--- config.mk ---
export PLATFORM = sky130hd
export DESIGN_NAME = temp_alarm_unit
export DESIGN_NICKNAME = d
export VERILOG_FILES = /design/src/rtl/tevt_pkg.sv /design/src/rtl/tevt_regs.sv /design/src/rtl/tevt_cmp.sv /design/src/rtl/tevt_evt.sv /design/src/rtl/temp_alarm_unit.sv
export SDC_FILE = /design/constraint.sdc
export NUM_CORES = 1
export LEC_CHECK = 0
export BUFFER_PORTS_ARGS = -buffer_cell sky130_fd_sc_hd__buf_2
export CORE_UTILIZATION = 25
export DETAILED_ROUTE_END_ITERATION = 6
export GPL_ROUTABILITY_DRIVEN = 0
export HOLD_SLACK_MARGIN = 0.1
export RECOVER_POWER = 100
export SLEW_MARGIN = 25
export SYNTH_ARGS = -nofsm -noshare
export SYNTH_HDL_FRONTEND = slang
export SYNTH_SLANG_ARGS = --single-unit
--- constraint.sdc ---
create_clock -name clk -period 3.85 [get_ports clk]
set_input_delay 0.77 -clock clk [delete_from_list [all_inputs] [get_ports clk]]
set_output_delay 0.77 -clock clk [all_outputs]
set_load 0.05 [all_outputs]
--- src/rtl/tevt_pkg.sv ---
// Package: shared mode encoding and register addresses for the
// temperature event comparator. Assumes a 3-bit register address.
package tevt_pkg;
    typedef enum logic [1:0] {
        EVM_LATCH    = 2'd0,
        EVM_WINDOW   = 2'd1,
        EVM_CRITONLY = 2'd2,
        EVM_WINDOW2  = 2'd3
    } evt_mode_e;

    localparam int unsigned RA_HIGH = 0;
    localparam int unsigned RA_LOW  = 1;
    localparam int unsigned RA_CRIT = 2;
    localparam int unsigned RA_HYST = 3;
    localparam int unsigned RA_MODE = 4;
    localparam int unsigned RA_CTRL = 5;
endpackage

--- src/rtl/tevt_regs.sv ---
// Module: tevt_regs
// Holds the programmable limits, hysteresis and mode. It also decodes the
// one-cycle clear and mode-leave strobes. Assumes writes are single-cycle
// pulses and that the address fits the map in tevt_pkg.
module tevt_regs
    import tevt_pkg::*;
#(
    parameter int TEMP_W = 11,
    parameter int ADDR_W = 3
) (
    input  logic              clk,
    input  logic              rst_n,
    input  logic              reg_we,
    input  logic [ADDR_W-1:0] reg_addr,
    input  logic [TEMP_W-1:0] reg_wdata,
    output logic [TEMP_W-1:0] lim_high,
    output logic [TEMP_W-1:0] lim_low,
    output logic [TEMP_W-1:0] lim_crit,
    output logic [TEMP_W-1:0] crit_hyst,
    output evt_mode_e         mode_q,
    output logic              clr_pend,
    output logic              drop_pend
);
    localparam logic [TEMP_W-1:0] MAX_POS = {1'b0, {(TEMP_W-1){1'b1}}};
    localparam logic [TEMP_W-1:0] MIN_NEG = {1'b1, {(TEMP_W-1){1'b0}}};

    logic hit_ctrl;
    logic hit_mode;

    // Address decode for the strobe registers.
    always_comb begin
        hit_ctrl = reg_we && (reg_addr == ADDR_W'(RA_CTRL));
        hit_mode = reg_we && (reg_addr == ADDR_W'(RA_MODE));
    end

    // Clear and mode-leave strobes act at the write edge.
    always_comb begin
        clr_pend  = hit_ctrl && reg_wdata[0];
        drop_pend = hit_mode && (evt_mode_e'(reg_wdata[1:0]) != EVM_LATCH);
    end

    // Register storage with reset defaults that raise no event.
    always_ff @(posedge clk) begin
        if (!rst_n) begin
            lim_high  <= MAX_POS;
            lim_low   <= MIN_NEG;
            lim_crit  <= MAX_POS;
            crit_hyst <= '0;
            mode_q    <= EVM_WINDOW;
        end else if (reg_we) begin
            case (reg_addr)
                ADDR_W'(RA_HIGH): lim_high  <= reg_wdata;
                ADDR_W'(RA_LOW):  lim_low   <= reg_wdata;
                ADDR_W'(RA_CRIT): lim_crit  <= reg_wdata;
                ADDR_W'(RA_HYST): crit_hyst <= reg_wdata;
                ADDR_W'(RA_MODE): mode_q    <= evt_mode_e'(reg_wdata[1:0]);
                default: ;
            endcase
        end
    end
endmodule

--- src/rtl/tevt_cmp.sv ---
// Module: tevt_cmp
// Compares each valid sample against the window and critical limits, and
// keeps the three status flags. Assumes signed two's complement samples
// and an unsigned hysteresis. Arithmetic is two bits wider, so the
// release threshold cannot wrap.
module tevt_cmp #(
    parameter int TEMP_W = 11
) (
    input  logic              clk,
    input  logic              rst_n,
    input  logic              temp_vld,
    input  logic [TEMP_W-1:0] temp_val,
    input  logic [TEMP_W-1:0] lim_high,
    input  logic [TEMP_W-1:0] lim_low,
    input  logic [TEMP_W-1:0] lim_crit,
    input  logic [TEMP_W-1:0] crit_hyst,
    output logic              win_now,
    output logic              st_hi,
    output logic              st_lo,
    output logic              st_crit
);
    localparam int EXT_W = TEMP_W + 2;

    logic signed [EXT_W-1:0] t_ext, hi_ext, lo_ext, cr_ext, rel_thr;
    logic hi_now, lo_now, cr_set, cr_rel;

    // Sign-extend operands and form the critical release threshold.
    always_comb begin
        t_ext   = EXT_W'($signed(temp_val));
        hi_ext  = EXT_W'($signed(lim_high));
        lo_ext  = EXT_W'($signed(lim_low));
        cr_ext  = EXT_W'($signed(lim_crit));
        rel_thr = cr_ext - $signed({2'b00, crit_hyst});
    end

    // Strict comparisons for the current sample.
    always_comb begin
        hi_now  = t_ext > hi_ext;
        lo_now  = t_ext < lo_ext;
        cr_set  = t_ext > cr_ext;
        cr_rel  = t_ext < rel_thr;
        win_now = temp_vld && (hi_now || lo_now);
    end

    // Status flags update only on valid samples.
    always_ff @(posedge clk) begin
        if (!rst_n) begin
            st_hi   <= 1'b0;
            st_lo   <= 1'b0;
            st_crit <= 1'b0;
        end else if (temp_vld) begin
            st_hi <= hi_now;
            st_lo <= lo_now;
            if (cr_set)
                st_crit <= 1'b1;
            else if (cr_rel)
                st_crit <= 1'b0;
        end
    end
endmodule

--- src/rtl/tevt_evt.sv ---
// Module: tevt_evt
// Forms the active-low event from the flags and the mode. It keeps the
// latched pending event for latched mode. Assumes the flags are
// registered, so event_n is glitch-free.
module tevt_evt
    import tevt_pkg::*;
(
    input  logic      clk,
    input  logic      rst_n,
    input  evt_mode_e mode_q,
    input  logic      win_now,
    input  logic      clr_pend,
    input  logic      drop_pend,
    input  logic      st_hi,
    input  logic      st_lo,
    input  logic      st_crit,
    output logic      int_pend,
    output logic      event_n
);
    logic win_mode;

    // Window flags drive the event directly in window modes.
    always_comb begin
        win_mode = (mode_q == EVM_WINDOW) || (mode_q == EVM_WINDOW2);
    end

    // Pending event: a mode leave wins, then a new violation, then a clear.
    always_ff @(posedge clk) begin
        if (!rst_n)
            int_pend <= 1'b0;
        else if (drop_pend)
            int_pend <= 1'b0;
        else if ((mode_q == EVM_LATCH) && win_now)
            int_pend <= 1'b1;
        else if (clr_pend)
            int_pend <= 1'b0;
    end

    // Combine the sources; the critical flag counts in every mode.
    always_comb begin
        event_n = !(int_pend || st_crit || (win_mode && (st_hi || st_lo)));
    end
endmodule

--- src/rtl/temp_alarm_unit.sv ---
// Module: temp_alarm_unit
// Top of the temperature event comparator. It connects the register bank,
// the comparator and the event former. Assumes one sample per valid
// strobe and single-cycle register writes.
module temp_alarm_unit
    import tevt_pkg::*;
#(
    parameter int TEMP_W = 11,
    parameter int ADDR_W = 3
) (
    input  logic              clk,
    input  logic              rst_n,
    input  logic              temp_vld,
    input  logic [TEMP_W-1:0] temp_val,
    input  logic              reg_we,
    input  logic [ADDR_W-1:0] reg_addr,
    input  logic [TEMP_W-1:0] reg_wdata,
    output logic              event_n,
    output logic              flag_above_hi,
    output logic              flag_below_lo,
    output logic              flag_crit
);
    logic [TEMP_W-1:0] lim_high, lim_low, lim_crit, crit_hyst;
    evt_mode_e mode_q;
    logic clr_pend, drop_pend, win_now, int_pend;

    tevt_regs #(.TEMP_W(TEMP_W), .ADDR_W(ADDR_W)) u_regs (
        .clk(clk), .rst_n(rst_n), .reg_we(reg_we), .reg_addr(reg_addr),
        .reg_wdata(reg_wdata), .lim_high(lim_high), .lim_low(lim_low),
        .lim_crit(lim_crit), .crit_hyst(crit_hyst), .mode_q(mode_q),
        .clr_pend(clr_pend), .drop_pend(drop_pend)
    );

    tevt_cmp #(.TEMP_W(TEMP_W)) u_cmp (
        .clk(clk), .rst_n(rst_n), .temp_vld(temp_vld), .temp_val(temp_val),
        .lim_high(lim_high), .lim_low(lim_low), .lim_crit(lim_crit),
        .crit_hyst(crit_hyst), .win_now(win_now), .st_hi(flag_above_hi),
        .st_lo(flag_below_lo), .st_crit(flag_crit)
    );

    tevt_evt u_evt (
        .clk(clk), .rst_n(rst_n), .mode_q(mode_q), .win_now(win_now),
        .clr_pend(clr_pend), .drop_pend(drop_pend), .st_hi(flag_above_hi),
        .st_lo(flag_below_lo), .st_crit(flag_crit), .int_pend(int_pend),
        .event_n(event_n)
    );
endmodule

==> summary.md, run 1 <==
| Metric | Value |
|---|---|
| Status | finished clean |
| Least-Margin Pin Slew | around 1.1 ns |
| IO Port Bufs | 32 |
| Max Freq | around 0.29 GHz |
| Worst setup path class | reg -> reg |
| Mapped Cells | about 430 |
| RSZ-0062 raised after global routing | false |
| Ant diodes | 0 |
| Reg2Reg Depth | 16 |
| Pwr Total | roughly 1300 µW |
| Synth Cell Area | 3460 µm² |
| Min-Delay Path Class | reg -> reg |
| Die ar. | 14300 µm² |
| Placed Area | between 3000 and 4000 µm² |
| Register-to-Register Setup Slack | 0.38 ns |
| Chip Width | between 100 and 150 µm |
| Post-CTS resize count | 0 |
| Setup tns final | 0 ns |
| Crit path capture type | flip-flop |
| Total CTS buffers | 5 |
| Post-CTS Setup Inserts | 0 |
| Flops & latches, synth | 50 |
| Clk_lat worst skew | 0.29 ns |
| Fraction of layout cells with a size suffix above 1 | 7.19% |
| # DRC | 0 |
| CTS root buf | clkbuf_16 |
| P_leak | roughly 0.0017 µW |
| PwrDens | ~320 nW/µm² |
| Max Buffers Root-to-Sink | 2 |
| Post-layout minimum cycle time | 3.47 ns |
| Synth unique cells | between 40 and 50 |
| Die Y | roughly 120 µm |
| Most common library cells after synthesis | nand2_1 (78), ha_1 (56), dfxtp_1 (50) |
| Initial Util | 25.8% |
| Area growth, synth to finish | 14.2% |
| Arrival @ worst endpoint | 3.65 ns |
| Crit share post-route | around 90% |
| Antenna-violating nets left | 0 |
| Max-cap violations | 0 |
| Yosys warns | 0 |
| WHS Path Cells | 2 |
| Setup violations, final | 0 |
| Seq/Total Area, Yosys | between 20 and 30% |
| Vias per Instance | 4.75 |
| Slew Limit Fails | 0 |
| Via count | just over 3000 |
| Cts-stage hold buffer count | 0 |
| Final instance area | slightly below 4000 µm² |
| Routed len/inst | 13.9 µm |
| First-pass GRT wire length | between 10000 and 15000 µm |
| Mean Syn Cell Area | 8.09 µm² |
| Worst Hold Slack | 0.466 ns |
| Worst path required time | 4.03 ns |
| Syn Nets | 514 |
| Core Rows | 42 |
| EDFF count, synth | 0 |
| Final Hold Vio Count | 0 |
| CP Max Fanout | 3 |
| Relative slew margins | between 20% and 30% |
| VDD IR-drop max | 0.156 mV |
| Top cells by area, synth | dfxtp_1 (29%), ha_1 (20%), nand2_1 (8.5%), inv_1 (5.3%), a21boi_0 (5.0%) |
| Primary FF master, synth | dfxtp_1 |
| Global route total overflow | 0 |
| FFs w/ async S/R, synth | 0% |
| First-pass DRT Iterations | 4 |
| Clock skew | between 0.007 and 0.008 ns |
| Pin count of the biggest net entering global routing | around 50 |
| Critical Path Start Type | flip-flop |
| # fillers | approximately 1400 |
| Yosys top cell by area | dfxtp_1 |
| Final WL | between 8000 and 9000 µm |
| HPWL after detailed placement | approximately 7000 µm |
| CTS tree | done |
| Share of the synthesized area in the top cell type | between 20% and 30% |
| Core area | 13400 µm² |
| Number of global-route vias before repair | about 3000 |
| Initial antenna violation count | 0 |
| Global-route usage over all layers | 12.8% |
| Initial DRC Count | 110 |
| Clock Sinks | 50 |
| Io pins | 33 |
| Most numerous cell in the Yosys netlist | nand2_1 |
| H-tree depth | 2 |
| Reg clk slew, reported paths | ~0.070 ns |
| Nets | around 540 |
==> cell families (layout without fill, tap and decap cells) <==
group | Yosys count | in the layout | synth area share [%]
simple gates | 142 | 142 | 18.9
compound gates | 105 | 105 | 21.2
buf+inv | 61 | 92 | 6.83
fa+ha+maj | 57 | 57 | 20.8
flops | 50 | 50 | 28.9
xor+xnor | 9 | 9 | 2.28
mux | 4 | 4 | 1.16
==> worst max-delay path: stages (launching register included) <==
cell and delay [ns]:
dfxtp_1 0.35, inv_1 0.07, ha_1 0.23, fa_1 0.42, nor2b_1 0.14, o21a_1 0.15, o21ai_0 0.13, a2bb2oi_1 0.36
mux2i_1 0.22, nand3_1 0.09, ha_1 0.30, a21oi_1 0.13, o21ai_0 0.09, a221oi_1 0.29, a22o_1 0.17, a21boi_0 0.08
o21a_1 0.17
==> through the flow <==
stage                     instances  setup WS, ns  util (%)
after floorplan                 428         0.771         -
after global placement          627         0.552      28.5
after detailed placement        627         0.445      28.5
after CTS                       635         0.395      29.7
after global routing            635         0.189      29.5
final                           635         0.375      29.5
==> per-layer routing <==
metal	track usage (%)	routed length (µm)
met4	4.38	175
met1	15.7	4230
met5	0	0
met2	22.1	4080
met3	2.38	339
==> sequential cells by signal (all words and copies together), names as in the netlist <==
register / count
u_cmp.st_crit: 1
u_regs.mode_q: 2
u_regs.lim_crit: 11
u_cmp.st_hi: 1
u_regs.lim_low: 11
u_regs.lim_high: 11
u_regs.crit_hyst: 11
u_cmp.st_lo: 1
u_evt.int_pend: 1
==> final cells by class <==
type	instances	area [µm²]	share of cell area [%]
clock inverters	1	30.0	0.759
well taps	176	220	5.57
repair buffers	35	166	4.21
multi-input cells	317	2220	56.2
clock buffers	7	133	3.35
inverters	49	184	4.65
flip-flops and latches	50	1000	25.3
==> where the power goes <==
| part | internal, µW | total, µW | switching [µW] |
|---|---|---|---|
| registers | 533 | 540 | 7.92 |
| clock network | 308 | 497 | 190 |
| logic | 90.6 | 229 | 139 |
==> path summary, 6_finish.rpt <==
path,start,to
min reg2reg,u_regs.crit_hyst[5],u_regs.crit_hyst[5]
max reg2reg,u_regs.lim_crit[0],u_cmp.st_crit
max,u_regs.lim_crit[0],u_cmp.st_crit
min,u_regs.crit_hyst[5],u_regs.crit_hyst[5]
==> cell usage in the layout (no fill, tap or decap), types with 6 or more instances in the layout <==
| cell | netlist | routed |
|---|---|---|
| o211ai_1 | 23 | 23 |
| nand3_1 | 10 | 11 |
| ha_1 | 56 | 56 |
| dfxtp_1 | 50 | 50 |
| nand2_1 | 78 | 78 |
| clkbuf_1 | 6 | 11 |
| a21oi_1 | 12 | 12 |
| nor2b_1 | 8 | 8 |
| a21boi_0 | 23 | 24 |
| o21ai_0 | 16 | 16 |
| inv_1 | 49 | 49 |
| buf_2 | 6 | 25 |
| and3_1 | 6 | 6 |
| nor2_1 | 13 | 13 |
| a211oi_1 | 6 | 6 |
| nor3_1 | 7 | 7 |
(Power assumes the default switching activity.)
==> run 2: changes to the inputs <==
Settings changed: CORE_ASPECT_RATIO set to 1.2.
==> run 2 against run 1 <==
Effect of this change: via count grew 0.66%; worst hold slack gained 0.0010 ns; fmax grew 0.89%; clock skew fell by 0.00070 ns; register-to-register slack gained 0.03 ns; largest power group unchanged; count of clock-buffer cells in the layout decreased by 1; highest routed layer unchanged; first-iteration DRC count increased by 55%; sequential share of layout area is essentially flat; sequential power about the same.
==> summary.md, run 2 (synthesis results as in run 1) <==
| Metric | Value |
|---|---|
| Status | finished clean |
| First-pass DRT Iterations | 4 |
| Antenna-violating nets left | 0 |
| Area growth, synth to finish | 14.0% |
| Die Y | between 100 and 150 µm |
| Reg clk slew, reported paths | approximately 0.070 ns |
| IO Port Bufs | 32 |
| Max Buffers Root-to-Sink | 2 |
| CP Max Fanout | 3 |
| Cts-stage hold buffer count | 0 |
| H-tree depth | 2 |
| Via count | about 3000 |
| Relative slew margins | between 30% and 40% |
| Final Hold Vio Count | 0 |
| Slew Limit Fails | 0 |
| Final WL | 8750 µm |
| Wire length on met2 | between 4000 and 5000 µm |
| # DRC | 0 |
| Most common cell after layout, fill and taps aside | nand2_1 |
| Initial DRC Count | between 150 and 200 |
| # fillers | about 1500 |
| Number of global-route vias before repair | around 3000 |
| HPWL after detailed placement | 7040 µm |
| P_leak | between 0.0015 and 0.002 µW |
| First-pass GRT wire length | 14600 µm |
| Most frequent cells in the layout | nand2_1 (78), ha_1 (56), dfxtp_1 (50), inv_1 (49), buf_2 (25) |
| Setup tns final | 0 ns |
| Worst setup path class | reg -> reg |
| Clock skew | between 0.006 and 0.007 ns |
| Initial Util | 25.9% |
| CTS tree | done |
| PwrDens | approximately 320 nW/µm² |
| Crit share post-route | approximately nine tenths |
| Io pins | 33 |
| Clock Sinks | 50 |
| Vias per Instance | ~4.8 |
| Min-Delay Path Class | reg -> reg |
| Initial antenna violation count | 0 |
| Nets | approximately 540 |
| Global-route usage over all layers | a little over an eighth |
| Arrival @ worst endpoint | between 3 and 4 ns |
| Core Rows | between 40 and 50 |
| Crit path capture type | flip-flop |
| Met1 wire length | approximately 4000 µm |
| Final non-filler cell total | between 600 and 700 |
| Top sig layer | met4 |
| Met3 routed WL | roughly 190 µm |
| CTS root buf | clkbuf_16 |
| Ant diodes | 0 |
| Fraction of layout cells with a size suffix above 1 | 7.41% |
| Max-cap violations | 0 |
| Setup violations, final | 0 |
| Clk_lat worst skew | roughly 0.29 ns |
| Die ar. | around 14000 µm² |
| Critical Path Start Type | flip-flop |
| Global route total overflow | 0 |
| VDD IR-drop max | 0.205 mV |
| Pin count of the biggest net entering global routing | 50 |
| Routed len/inst | between 10 and 15 µm |
| Least-Margin Pin Slew | between 1 and 1.5 ns |
| Post-layout minimum cycle time | approximately 3.4 ns |
| Placed Cells | 619 |
| Post-CTS Setup Inserts | 0 |
| Core area | roughly 13000 µm² |
| RSZ-0062 raised after global routing | false |
| Chip Width | roughly 110 µm |
| Total CTS buffers | 5 |
| Worst path required time | between 4 and 5 ns |
| Post-CTS resize count | 0 |
| Max Freq | approximately 0.29 GHz |
## run 2: path summary, 6_finish.rpt
check	start	endpoint	slack, ns	cells after the start
max	u_regs.lim_crit[0]	u_cmp.st_crit	0.41	16
min reg2reg	u_regs.lim_low[5]	u_regs.lim_low[5]	0.47	2
min	u_regs.lim_low[5]	u_regs.lim_low[5]	0.47	2
max reg2reg	u_regs.lim_crit[0]	u_cmp.st_crit	0.41	16
## run 2: metal layers
layer	vias to the layer above	track usage, %
met3	16	1.54
met5	-	0
met1	1418	15.7
met2	48	23.8
li1	1556	-
met4	0	4.94
## run 2: metrics by stage
step                      hold slack (ns)  total power, µW  cell area [µm²]  setup slack (ns)  util, %
after floorplan                     0.439              706             3460             0.771        -
after global placement              0.450              779             3800             0.528     28.5
after detailed placement            0.460              786             3800             0.464     28.5
after CTS                           0.470             1290             3970             0.442     29.7
after global routing                0.487             1340             3950             0.119     29.6
final                               0.467             1270             3950             0.406     29.6
## run 2: area by class of cell
class	count	area, µm²	share of cell area (%)
Tap cell	168	210	5.32
Timing Repair Buffer	35	166	4.21
Inverter	49	184	4.66
Sequential cell	50	1000	25.3
Clock buffer	6	129	3.26
Multi-Input combinational cell	317	2220	56.2
Clock inverter	2	37.5	0.951
## run 2: power breakdown
part           internal [µW]  switching, µW  leakage, µW  total (µW)
Sequential               532           8.48     0.000407         541
Combinational           90.7            140      0.00124         230
Clock                    307            195    0.0000771         502
## run 2: critical path: stages, from the launching register on
cell	delay, ns
dfxtp_1	0.33
inv_1	0.06
ha_1	0.23
fa_1	0.41
nor2b_1	0.13
o21a_1	0.13
o21ai_0	0.11
a2bb2oi_1	0.36
mux2i_1	0.25
nand3_1	0.09
ha_1	0.29
a21oi_1	0.15
o21ai_0	0.10
a221oi_1	0.29
a22o_1	0.17
a21boi_0	0.07
o21a_1	0.17
==> run 3: changes to the inputs <==
Clock period 3.85 ns to 4.3 ns, I/O delays scaled along.
==> run 3 against run 2 <==
Effect of this change: non-clock buffer count decreased by 1; cell count decreased by 0.16%; largest power group unchanged; the run now ends with capacitance limit, slew limit left; fmax decreased by 1.0%; worst hold slack improved by 0.0025 ns.
==> summary.md, run 3 (synthesis results as in run 1) <==
| Metric | Value |
|---|---|
| Slew Limit Fails | around 50 |
| Final Hold Vio Count | 0 |
| Clock Sinks | 50 |
| HPWL after detailed placement | 7060 µm |
| Crit path capture type | flip-flop |
| Max Buffers Root-to-Sink | 2 |
| Global-route usage over all layers | 13.5% |
| PwrDens | around 280 nW/µm² |
| Antenna-violating nets left | 0 |
| Routed len/inst | around 14 µm |
| Final WL | 8960 µm |
| Reg2Reg Depth | 16 |
| Via count | 3008 |
| Most frequent cells in the layout | nand2_1 (78), ha_1 (56), dfxtp_1 (50), inv_1 (49), buf_2 (27) |
| Ant diodes | 0 |
| CP Max Fanout | 3 |
| Initial DRC Count | roughly 170 |
| Io pins | 33 |
| Worst path required time | 4.48 ns |
| Critical Path Start Type | flip-flop |
| Register-to-Register Setup Slack | ~0.82 ns |
| Vias per Instance | a little under 5 |
| Max-cap violations | 1 |
| Number of global-route vias before repair | about 3000 |
| Max Freq | 0.287 GHz |
| Global route total overflow | 0 |
| Crit path to | u_cmp.st_crit |
| Post-CTS Setup Inserts | 0 |
| Initial antenna violation count | 0 |
| Finished Core Util | about 29% |
| Relative slew margins | -37.4% |
| First-pass DRT Iterations | 4 |
| Clock skew | about 0.0047 ns |
| Crit path from | u_regs.lim_crit[0] |
| Reg2reg end | u_cmp.st_crit |
| Failing checks | capacitance limit, slew limit |
| Core Rows | between 40 and 50 |
| Core area | roughly 13000 µm² |
| Die ar. | between 10000 and 15000 µm² |
| Least-Margin Pin Slew | approximately 2.1 ns |
| Clk_lat worst skew | about 0.29 ns |
| Fraction of layout cells with a size suffix above 1 | under 10% |
| Chip Width | approximately 110 µm |
| H-tree depth | 2 |
| Post-CTS resize count | 0 |
| VDD IR-drop max | 0.183 mV |
| Crit share post-route | between 80% and 90% |
| Initial Util | between 20% and 30% |
| Min-Delay Path Class | reg -> reg |
| Nets | around 540 |
| Area growth, synth to finish | 13.7% |
| Placed Cells | 618 |
| # DRC | 0 |
| First-pass GRT wire length | between 10000 and 15000 µm |
| Worst Hold Slack | 0.469 ns |
| P_leak | between 0.0015 and 0.002 µW |
| CTS root buf | clkbuf_16 |
| Setup violations, final | 0 |
| Pin count of the biggest net entering global routing | 51 |
| Reg clk slew, reported paths | roughly 0.07 ns |
| Arrival @ worst endpoint | 3.66 ns |
| Post-layout minimum cycle time | between 3 and 4 ns |
| Status | finished with violations |
| Die Y | about 130 µm |
| Most common cell after layout, fill and taps aside | nand2_1 |
| Final non-filler cell total | approximately 630 |
| Seq. cell area | around 1000 µm² |
| Total CTS buffers | 5 |
| R2R Path Start | u_regs.lim_crit[0] |
| # fillers | about 1500 |
| CTS tree | done |
| RSZ-0062 raised after global routing | false |
| Worst setup path class | reg -> reg |
| Setup tns final | 0 ns |
| IO Port Bufs | 32 |
| Multi-input logic area | between 2000 and 2500 µm² |
| Cts-stage hold buffer count | 0 |
==> run 3: critical path: stages (launching register included) <==
cell,delay [ns]
dfxtp_1,0.34
inv_1,0.06
ha_1,0.23
fa_1,0.41
nor2b_1,0.13
o21a_1,0.13
o21ai_0,0.11
a2bb2oi_1,0.36
mux2i_1,0.23
nand3_1,0.10
ha_1,0.31
a21oi_1,0.13
o21ai_0,0.10
a221oi_1,0.32
a22o_1,0.18
a21boi_0,0.08
o21a_1,0.17
==> run 3: where the power goes <==
group	switching [µW]	total [µW]	internal, µW	leakage, µW
logic	127	209	82.3	0.00125
registers	7.59	484	477	0.000407
clock network	171	402	231	0.0000739
==> run 3: metal layers <==
layer,global-route usage (%),wire [µm],up-vias
met3,1.34,139,13
met4,5.33,175,0
met1,16.5,4100,1401
met5,0,0,-
met2,24.1,4550,40
li1,-,-,1554
==> run 3: how the worst min path moves through the flow <==
stage / startpoint / end / slack [ns] / depth (start not counted)
global placement: u_regs.lim_low[7] / u_regs.lim_low[7] / 0.45 / 2
detailed placement: u_regs.crit_hyst[2] / u_regs.crit_hyst[2] / 0.46 / 2
floorplan: u_regs.lim_low[0] / u_regs.lim_low[0] / 0.44 / 2
CTS: u_regs.crit_hyst[2] / u_regs.crit_hyst[2] / 0.47 / 2
finish: u_regs.lim_low[2] / u_regs.lim_low[2] / 0.47 / 2
global route: u_regs.crit_hyst[2] / u_regs.crit_hyst[2] / 0.50 / 2
==> run 3: per-stage QoR <==
stage | setup slack [ns] | power [µW] | instance area [µm²]
4_1_cts | 0.858 | 1110 | 3940
3_5_place_dp | 0.894 | 704 | 3800
6_report | 0.821 | 1100 | 3940
5_1_grt | 0.517 | 1150 | 3940
2_1_floorplan | 1.22 | 632 | 3460
3_3_place_gp | 0.990 | 697 | 3800
==> run 3: cell type report <==
| cell class | instances | area share [%] |
|---|---|---|
| repair buffers | 34 | 4.29 |
| clock inverters | 1 | 0.127 |
| flip-flops and latches | 50 | 25.4 |
| multi-input cells | 317 | 56.5 |
| well taps | 168 | 5.34 |
| inverters | 49 | 4.67 |
| clock buffers | 7 | 3.62 |
